--- config.mk ---
export PLATFORM = sky130hd
export DESIGN_NAME = qdr_burst_sram
export DESIGN_NICKNAME = d
export VERILOG_FILES = /design/src/rtl/qdr_pkg.sv /design/src/rtl/qdr_phase_ctl.sv /design/src/rtl/qdr_cmd_ctl.sv /design/src/rtl/qdr_bank.sv /design/src/rtl/qdr_read_out.sv /design/src/rtl/qdr_burst_sram.sv
export SDC_FILE = /design/constraint.sdc
export NUM_CORES = 2
export LEC_CHECK = 0
export BUFFER_PORTS_ARGS = -buffer_cell sky130_fd_sc_hd__buf_4
export CORE_MARGIN = 10
export CORE_UTILIZATION = 53
export CTS_BUF_LIST = sky130_fd_sc_hd__clkbuf_4 sky130_fd_sc_hd__clkbuf_8 sky130_fd_sc_hd__clkbuf_16
export DETAILED_ROUTE_END_ITERATION = 8
export PLACE_DENSITY = 0.68
export SLEW_MARGIN = 15
export SYNTH_ARGS = -nofsm -noshare
export SYNTH_HDL_FRONTEND = slang
export SYNTH_SLANG_ARGS = --single-unit
--- constraint.sdc ---
create_clock -name clk -period 3 [get_ports clk]
set_clock_uncertainty 0.05 [all_clocks]
set_input_delay 0.6 -clock clk [delete_from_list [all_inputs] [get_ports clk]]
set_output_delay 0.6 -clock clk [all_outputs]
set_load 0.05 [all_outputs]
--- src/rtl/qdr_pkg.sv ---
package qdr_pkg;

    // Default geometry: 64 burst addresses, 18-bit words, two 9-bit lanes.
    localparam int QDR_AW_DEF    = 6;
    localparam int QDR_DW_DEF    = 18;
    localparam int QDR_LANES_DEF = 2;
    localparam int QDR_NBANKS    = 2;

    // Which rising edge of the double-rate clock is about to occur.
    typedef enum logic {
        EDGE_K  = 1'b0,
        EDGE_KN = 1'b1
    } edge_e;

    // Which word of a two-word burst.
    typedef enum logic {
        BEAT_EVEN = 1'b0,
        BEAT_ODD  = 1'b1
    } beat_e;

    function automatic edge_e next_edge(input edge_e cur);
        return (cur == EDGE_K) ? EDGE_KN : EDGE_K;
    endfunction

    // The bank served on a given edge: even words on K#, odd words on K.
    function automatic beat_e bank_of_edge(input edge_e cur);
        return (cur == EDGE_KN) ? BEAT_EVEN : BEAT_ODD;
    endfunction

endpackage

--- src/rtl/qdr_phase_ctl.sv ---
module qdr_phase_ctl
    import qdr_pkg::*;
(
    input  logic  clk,
    input  logic  rst,
    output edge_e cur_edge,
    output logic  echo_q
);

    edge_e phase_q;

    always_ff @(posedge clk) begin
        if (rst) begin
            phase_q <= EDGE_K;
        end else begin
            phase_q <= next_edge(phase_q);
        end
    end

    assign cur_edge = phase_q;
    // After a K edge the phase reads K#, so the strobe is high in that half.
    assign echo_q   = (phase_q == EDGE_KN);

endmodule

--- src/rtl/qdr_cmd_ctl.sv ---
module qdr_cmd_ctl
    import qdr_pkg::*;
#(
    parameter int AW = QDR_AW_DEF
)(
    input  logic                   clk,
    input  logic                   rst,
    input  edge_e                  cur_edge,
    input  logic                   rd_sel_n,
    input  logic                   wr_sel_n,
    input  logic [AW-1:0]          addr,
    output logic [QDR_NBANKS-1:0]  wr_en,
    output logic [AW-1:0]          wr_addr,
    output logic                   rd_fire,
    output beat_e                  rd_bank,
    output logic [AW-1:0]          rd_addr
);

    typedef struct packed {
        logic          vld;
        logic [AW-1:0] adr;
    } rd_slot_t;

    rd_slot_t rd_new_q;     // accepted on the latest K edge
    rd_slot_t rd_out_q;     // burst currently on the output
    logic          wr_go_q;     // write started on the latest K edge
    logic          wr_odd_q;    // odd beat due on the coming K edge
    logic [AW-1:0] wr_addr_q;

    wire on_k  = (cur_edge == EDGE_K);
    wire on_kn = (cur_edge == EDGE_KN);

    always_ff @(posedge clk) begin
        if (rst) begin
            rd_new_q  <= '0;
            rd_out_q  <= '0;
            wr_go_q   <= 1'b0;
            wr_odd_q  <= 1'b0;
            wr_addr_q <= '0;
        end else if (on_k) begin
            rd_out_q     <= rd_new_q;
            rd_new_q.vld <= !rd_sel_n;
            if (!rd_sel_n) begin
                rd_new_q.adr <= addr;
            end
            wr_go_q  <= !wr_sel_n;
            wr_odd_q <= 1'b0;
        end else begin
            wr_odd_q <= wr_go_q;
            if (wr_go_q) begin
                wr_addr_q <= addr;
            end
        end
    end

    // Write commit: even word on K# (address straight from the bus),
    // odd word on the following K edge (address held).
    always_comb begin
        wr_en                   = '0;
        wr_en[int'(BEAT_EVEN)]  = on_kn && wr_go_q;
        wr_en[int'(BEAT_ODD)]   = on_k  && wr_odd_q;
        wr_addr                 = on_kn ? addr : wr_addr_q;
    end

    assign rd_fire = rd_out_q.vld;
    assign rd_bank = bank_of_edge(cur_edge);
    assign rd_addr = rd_out_q.adr;

endmodule

--- src/rtl/qdr_bank.sv ---
module qdr_bank
    import qdr_pkg::*;
#(
    parameter int AW    = QDR_AW_DEF,
    parameter int DW    = QDR_DW_DEF,
    parameter int LANES = QDR_LANES_DEF
)(
    input  logic             clk,
    input  logic             we,
    input  logic [AW-1:0]    waddr,
    input  logic [DW-1:0]    wdata,
    input  logic [LANES-1:0] wmask_n,
    input  logic [AW-1:0]    raddr,
    output logic [DW-1:0]    rdata
);

    localparam int DEPTH = 1 << AW;
    localparam int LW    = DW / LANES;

    logic [DW-1:0] mem [DEPTH];

    always_ff @(posedge clk) begin
        if (we) begin
            for (int l = 0; l < LANES; l++) begin
                if (!wmask_n[l]) begin
                    mem[waddr][l*LW +: LW] <= wdata[l*LW +: LW];
                end
            end
        end
    end

    assign rdata = mem[raddr];

endmodule

--- src/rtl/qdr_read_out.sv ---
module qdr_read_out
    import qdr_pkg::*;
#(
    parameter int AW    = QDR_AW_DEF,
    parameter int DW    = QDR_DW_DEF,
    parameter int LANES = QDR_LANES_DEF
)(
    input  logic                           clk,
    input  logic                           rst,
    input  logic                           rd_fire,
    input  beat_e                          rd_bank,
    input  logic [AW-1:0]                  rd_addr,
    input  logic [QDR_NBANKS-1:0][DW-1:0]  bank_q,
    input  logic [QDR_NBANKS-1:0]          wr_en,
    input  logic [AW-1:0]                  wr_addr,
    input  logic [DW-1:0]                  wdata,
    input  logic [LANES-1:0]               wmask_n,
    output logic [DW-1:0]                  rdata,
    output logic                           q_drive
);

    localparam int LW = DW / LANES;

    logic [DW-1:0] merged;
    logic          fwd_hit;

    always_comb begin
        fwd_hit = wr_en[int'(rd_bank)] && (wr_addr == rd_addr);
        merged  = bank_q[int'(rd_bank)];
        for (int l = 0; l < LANES; l++) begin
            if (fwd_hit && !wmask_n[l]) begin
                merged[l*LW +: LW] = wdata[l*LW +: LW];
            end
        end
    end

    always_ff @(posedge clk) begin
        if (rst) begin
            rdata   <= '0;
            q_drive <= 1'b0;
        end else begin
            q_drive <= rd_fire;
            rdata   <= rd_fire ? merged : '0;
        end
    end

endmodule

--- src/rtl/qdr_burst_sram.sv ---
module qdr_burst_sram
    import qdr_pkg::*;
#(
    parameter int AW    = QDR_AW_DEF,
    parameter int DW    = QDR_DW_DEF,
    parameter int LANES = QDR_LANES_DEF
)(
    input  logic             clk,
    input  logic             rst,
    input  logic             rd_sel_n,
    input  logic             wr_sel_n,
    input  logic [AW-1:0]    addr,
    input  logic [DW-1:0]    wdata,
    input  logic [LANES-1:0] wmask_n,
    output logic [DW-1:0]    rdata,
    output logic             q_drive,
    output logic             echo_q
);

    edge_e                          cur_edge;
    logic [QDR_NBANKS-1:0]          wr_en;
    logic [AW-1:0]                  wr_addr;
    logic                           rd_fire;
    beat_e                          rd_bank;
    logic [AW-1:0]                  rd_addr;
    logic [QDR_NBANKS-1:0][DW-1:0]  bank_q;

    qdr_phase_ctl u_phase (
        .clk      (clk),
        .rst      (rst),
        .cur_edge (cur_edge),
        .echo_q   (echo_q)
    );

    qdr_cmd_ctl #(.AW(AW)) u_cmd (
        .clk      (clk),
        .rst      (rst),
        .cur_edge (cur_edge),
        .rd_sel_n (rd_sel_n),
        .wr_sel_n (wr_sel_n),
        .addr     (addr),
        .wr_en    (wr_en),
        .wr_addr  (wr_addr),
        .rd_fire  (rd_fire),
        .rd_bank  (rd_bank),
        .rd_addr  (rd_addr)
    );

    for (genvar b = 0; b < QDR_NBANKS; b++) begin : g_bank
        qdr_bank #(.AW(AW), .DW(DW), .LANES(LANES)) u_bank (
            .clk     (clk),
            .we      (wr_en[b]),
            .waddr   (wr_addr),
            .wdata   (wdata),
            .wmask_n (wmask_n),
            .raddr   (rd_addr),
            .rdata   (bank_q[b])
        );
    end

    qdr_read_out #(.AW(AW), .DW(DW), .LANES(LANES)) u_out (
        .clk     (clk),
        .rst     (rst),
        .rd_fire (rd_fire),
        .rd_bank (rd_bank),
        .rd_addr (rd_addr),
        .bank_q  (bank_q),
        .wr_en   (wr_en),
        .wr_addr (wr_addr),
        .wdata   (wdata),
        .wmask_n (wmask_n),
        .rdata   (rdata),
        .q_drive (q_drive)
    );

endmodule

==> summary.txt <==
Routing
  – Detailed-route via count: ~49000
  – Residual DRC: 0
  – 1st-iter DRT viols: approximately 6700
  – Post-DRT Antenna Nets: 0
  – Detailed Route WL: ~240000 um
  – TritonRoute pass-1 iters: 6
  – Drt wl/cell: between 30 and 40 um
  – Vias per inst: 6.29

Min path
  – Hold Path Stages: 3
  – HP Class: in -> reg
  – Min-Delay Endpoint: u_cmd.wr_go_q
  – Worst Hold Launch: wr_sel_n

Timing
  – Min Tclk post-route: roughly 3.0 ns
  – Slew headroom: 0.312
  – Hold slack final: between 0.03 and 0.04 ns
  – RSZ-0062 raised after global routing: no
  – Slew of the pin with the lowest slew margin: ~1 ns
  – Final Setup Violations: 0
  – Max-slew violations: 0
  – Hold Fails Final Rpt: 0
  – Fin crit share: 0.994
  – Setup TNS: 0 ns
  – Fmax: around 340 MHz

Die
  – # rows: around 150
  – Die H: 436 um
  – Die Wd: between 400 and 500 um
  – Die ar.: 190000 sq um
  – Core Region: ~170000 sq um
  – Initial Util: 0.533
  – I/O pin cnt: 50

Final layout
  – Share of layout cells above drive strength 1: 0.286
  – Post-layout util: 0.620
  – Fin nets: roughly 5300
  – Fillers: 11737
  – Area Growth Syn to Fin: 16.3%
  – Cell area after layout: ~110000 sq um

Clock network
  – Clk Latency, worst-skew pair: roughly 0.88 ns
  – Worst-path clk slew: approximately 0.06 ns
  – TritonCTS clock tree: done
  – Clock Tree Buf Depth: 3
  – Clk root buf: clkbuf_16
  – Clock buffer count from CTS: 228
  – CTS sink cnt: approximately 2400
  – Max H-tree Level: 4

Worst setup path
  – Crit path DAT: roughly 3.6 ns
  – Critical path capture point type: register
  – CP Class: reg -> reg
  – Worst Reg-to-Reg Cells: 9
  – Register-to-register setup slack: 0.02 ns
  – Critical path fanouts, max: 20
  – CP Data Required Time: 3.64 ns
  – Crit path launch type: register
  – RR Endpoint: u_out.rdata[8]

Pwr
  – Maximum VDD drop: approximately 600 uV
  – Power share of the combinational group: 0.040
  – Sw Pwr: 14.0 mW
  – P per Cell Area: between 600 and 700 nW/um^2
  – Power Internal: 53.0 mW
  – Pleak: 33.7 nW
  – Total design power: 67.1 mW
  – Sequential share of power: 0.538
  – Switching Share: 0.209
  – Clk pwr share: 0.422

Global routing
  – Largest net degree at the start of global routing: 111
  – First-pass GRT wire length: around 350000 um
  – GRT overflow: 0
  – Vias in the first global route: 48236
  – Initial antenna violation count: 14
  – GRT Resource Usage Total: 0.253

Outcome
  – Run status: complete, no violations

Synthesis
  – Synth cell count leaders: edfxtp_1 (2304), mux4_2 (442), nor2_1 (343)
  – Synthesized flop and latch total: between 2000 and 2500
  – Post-Syn Nets: roughly 4600
  – Syn avg cell area: 20.0 sq um
  – Synth warnings: 0
  – Synth area leaders: edfxtp_1 (76%), mux4_2 (11%), mux2i_1 (3.7%)
  – Cells after synthesis: 4579
  – Synth Cell Area: roughly 90000 sq um
  – Post-synth top area share: 0.756
  – Leading area contributor after synthesis: edfxtp_1
  – Asr flop ratio synth: 0
  – Seq/Total Area, Yosys: 0.766
  – Post-synth EDFFs: 2304
  – Count leader, synth: edfxtp_1
  – Synth Flop Type: edfxtp_1
  – Count of different cell masters after synthesis: between 60 and 70

Placed design
  – GPL Wtd Cong: 0.924
  – Cell area after placement: just under 100000 sq um
  – Port bufs: slightly below 50
  – DP Wirelength: about 160000 um

Flow run
  – Max_cap viols: 0
-- logic make-up after synthesis --
logic type | share of synthesized area
buffers and inverters | 0.0183
and+or+nand+nor | 0.0329
DFF | 0.766
AOI/OAI and AO/OA | 0.0348
muxes | 0.147
xor gates and xnor gates | 0.000670
-- final cells by class --
cell class | count | area [sq um] | area share
inverter | 8 | 35.0 | 0.000329
antenna | 5 | 12.5 | 0.000117
tap | 2310 | 2890 | 0.0271
clock buffer | 279 | 6140 | 0.0577
clock inverter | 152 | 1330 | 0.0125
multi-input combinational | 1956 | 19800 | 0.186
timing repair buffer | 698 | 6140 | 0.0577
sequential | 2352 | 70200 | 0.659
-- state kept, by name, summed over array words and instances, names as in the netlist, named ones only --
register,count
u_cmd.wr_odd_q,1
u_cmd.rd_addr,6
u_cmd.wr_go_q,1
g_bank.u_bank.mem,2304
u_phase.cur_edge,1
u_out.rdata,18
u_cmd.wr_addr_q,6
u_out.q_drive,1
u_cmd.rd_fire,1
u_cmd.rd_new_q,7
-- per-layer routing --
layer	up-vias	GRT usage	share of wire	wire (um)
li1	20188	-	-	-
met1	25463	0.350	0.38	92800
met2	2689	0.399	0.48	116000
met3	485	0.0513	0.097	23600
met4	6	0.0937	0.041	9900
met5	-	0	0.00019	45
-- worst max-delay path by stage --
stage                          start                          end  cells past startpoint
floorplan           u_phase.cur_edge  g_bank[0].u_bank.mem[50][0]                      8
global route                register              u_out.rdata[17]                      9
detailed placement          register              u_out.rdata[15]                      7
CTS                         register               u_out.rdata[0]                      9
finish                      register               u_out.rdata[8]                      9
global placement            register              u_out.rdata[15]                      7
-- worst max-delay path, cell delays in order, from the launching register on --
cell	delay [ns]
dfxtp_4	0.37
buf_12	0.16
buf_12	0.22
buf_4	0.23
mux2i_1	0.32
nor2_1	0.11
a2111oi_2	0.34
o22ai_1	0.21
o211ai_1	0.52
nand4_1	0.23
-- placed cells by master, fill, tap and decap left out, types with 14 or more instances in the layout --
master     count
o22ai_1      100
nor2_1       342
nor3_1        23
a22oi_1       55
o221ai_1      29
nand3_1       53
clkinv_2      47
o21ai_0       54
buf_4        619
nand2_1      174
dfxtp_1       42
a31oi_1       14
edfxtp_1    2304
o211ai_1      23
nor2b_1       15
bufinv_16     17
clkbuf_16    231
clkinv_1      60
mux4_2       442
buf_12        70
mux2i_1      336
and2_1        23
a211oi_1      43
a21oi_1       54
clkbuf_4      48
-- stage by stage --
step / instances / setup slack (ns)
floorplan: 4579 / -0.0702
global placement: 7310 / -0.343
detailed placement: 7310 / -0.108
CTS: 7755 / 0.0401
global route: 7755 / 0.0156
finish: 7760 / 0.0166
-- power groups by stage --
stage          Clock, mW  Sequential [mW]  Combinational, mW
6_report            28.3             36.1               2.68
5_1_grt             29.9             36.1               2.80
4_1_cts             28.5             36.1               2.66
3_5_place_dp           0             36.8               2.63
3_3_place_gp           0             36.8               2.59
2_1_floorplan          0             36.8               1.19
-- repair_timing --
item                       4_1_cts  5_1_grt
hold endpoints to repair        13        0
setup endpoints to repair       25        3
hold buffers                     7        0
pin swaps                        1        1
buffers inserted                 7        0
resized for setup                3        7
Note: power is estimated with default switching activity, not from simulation.
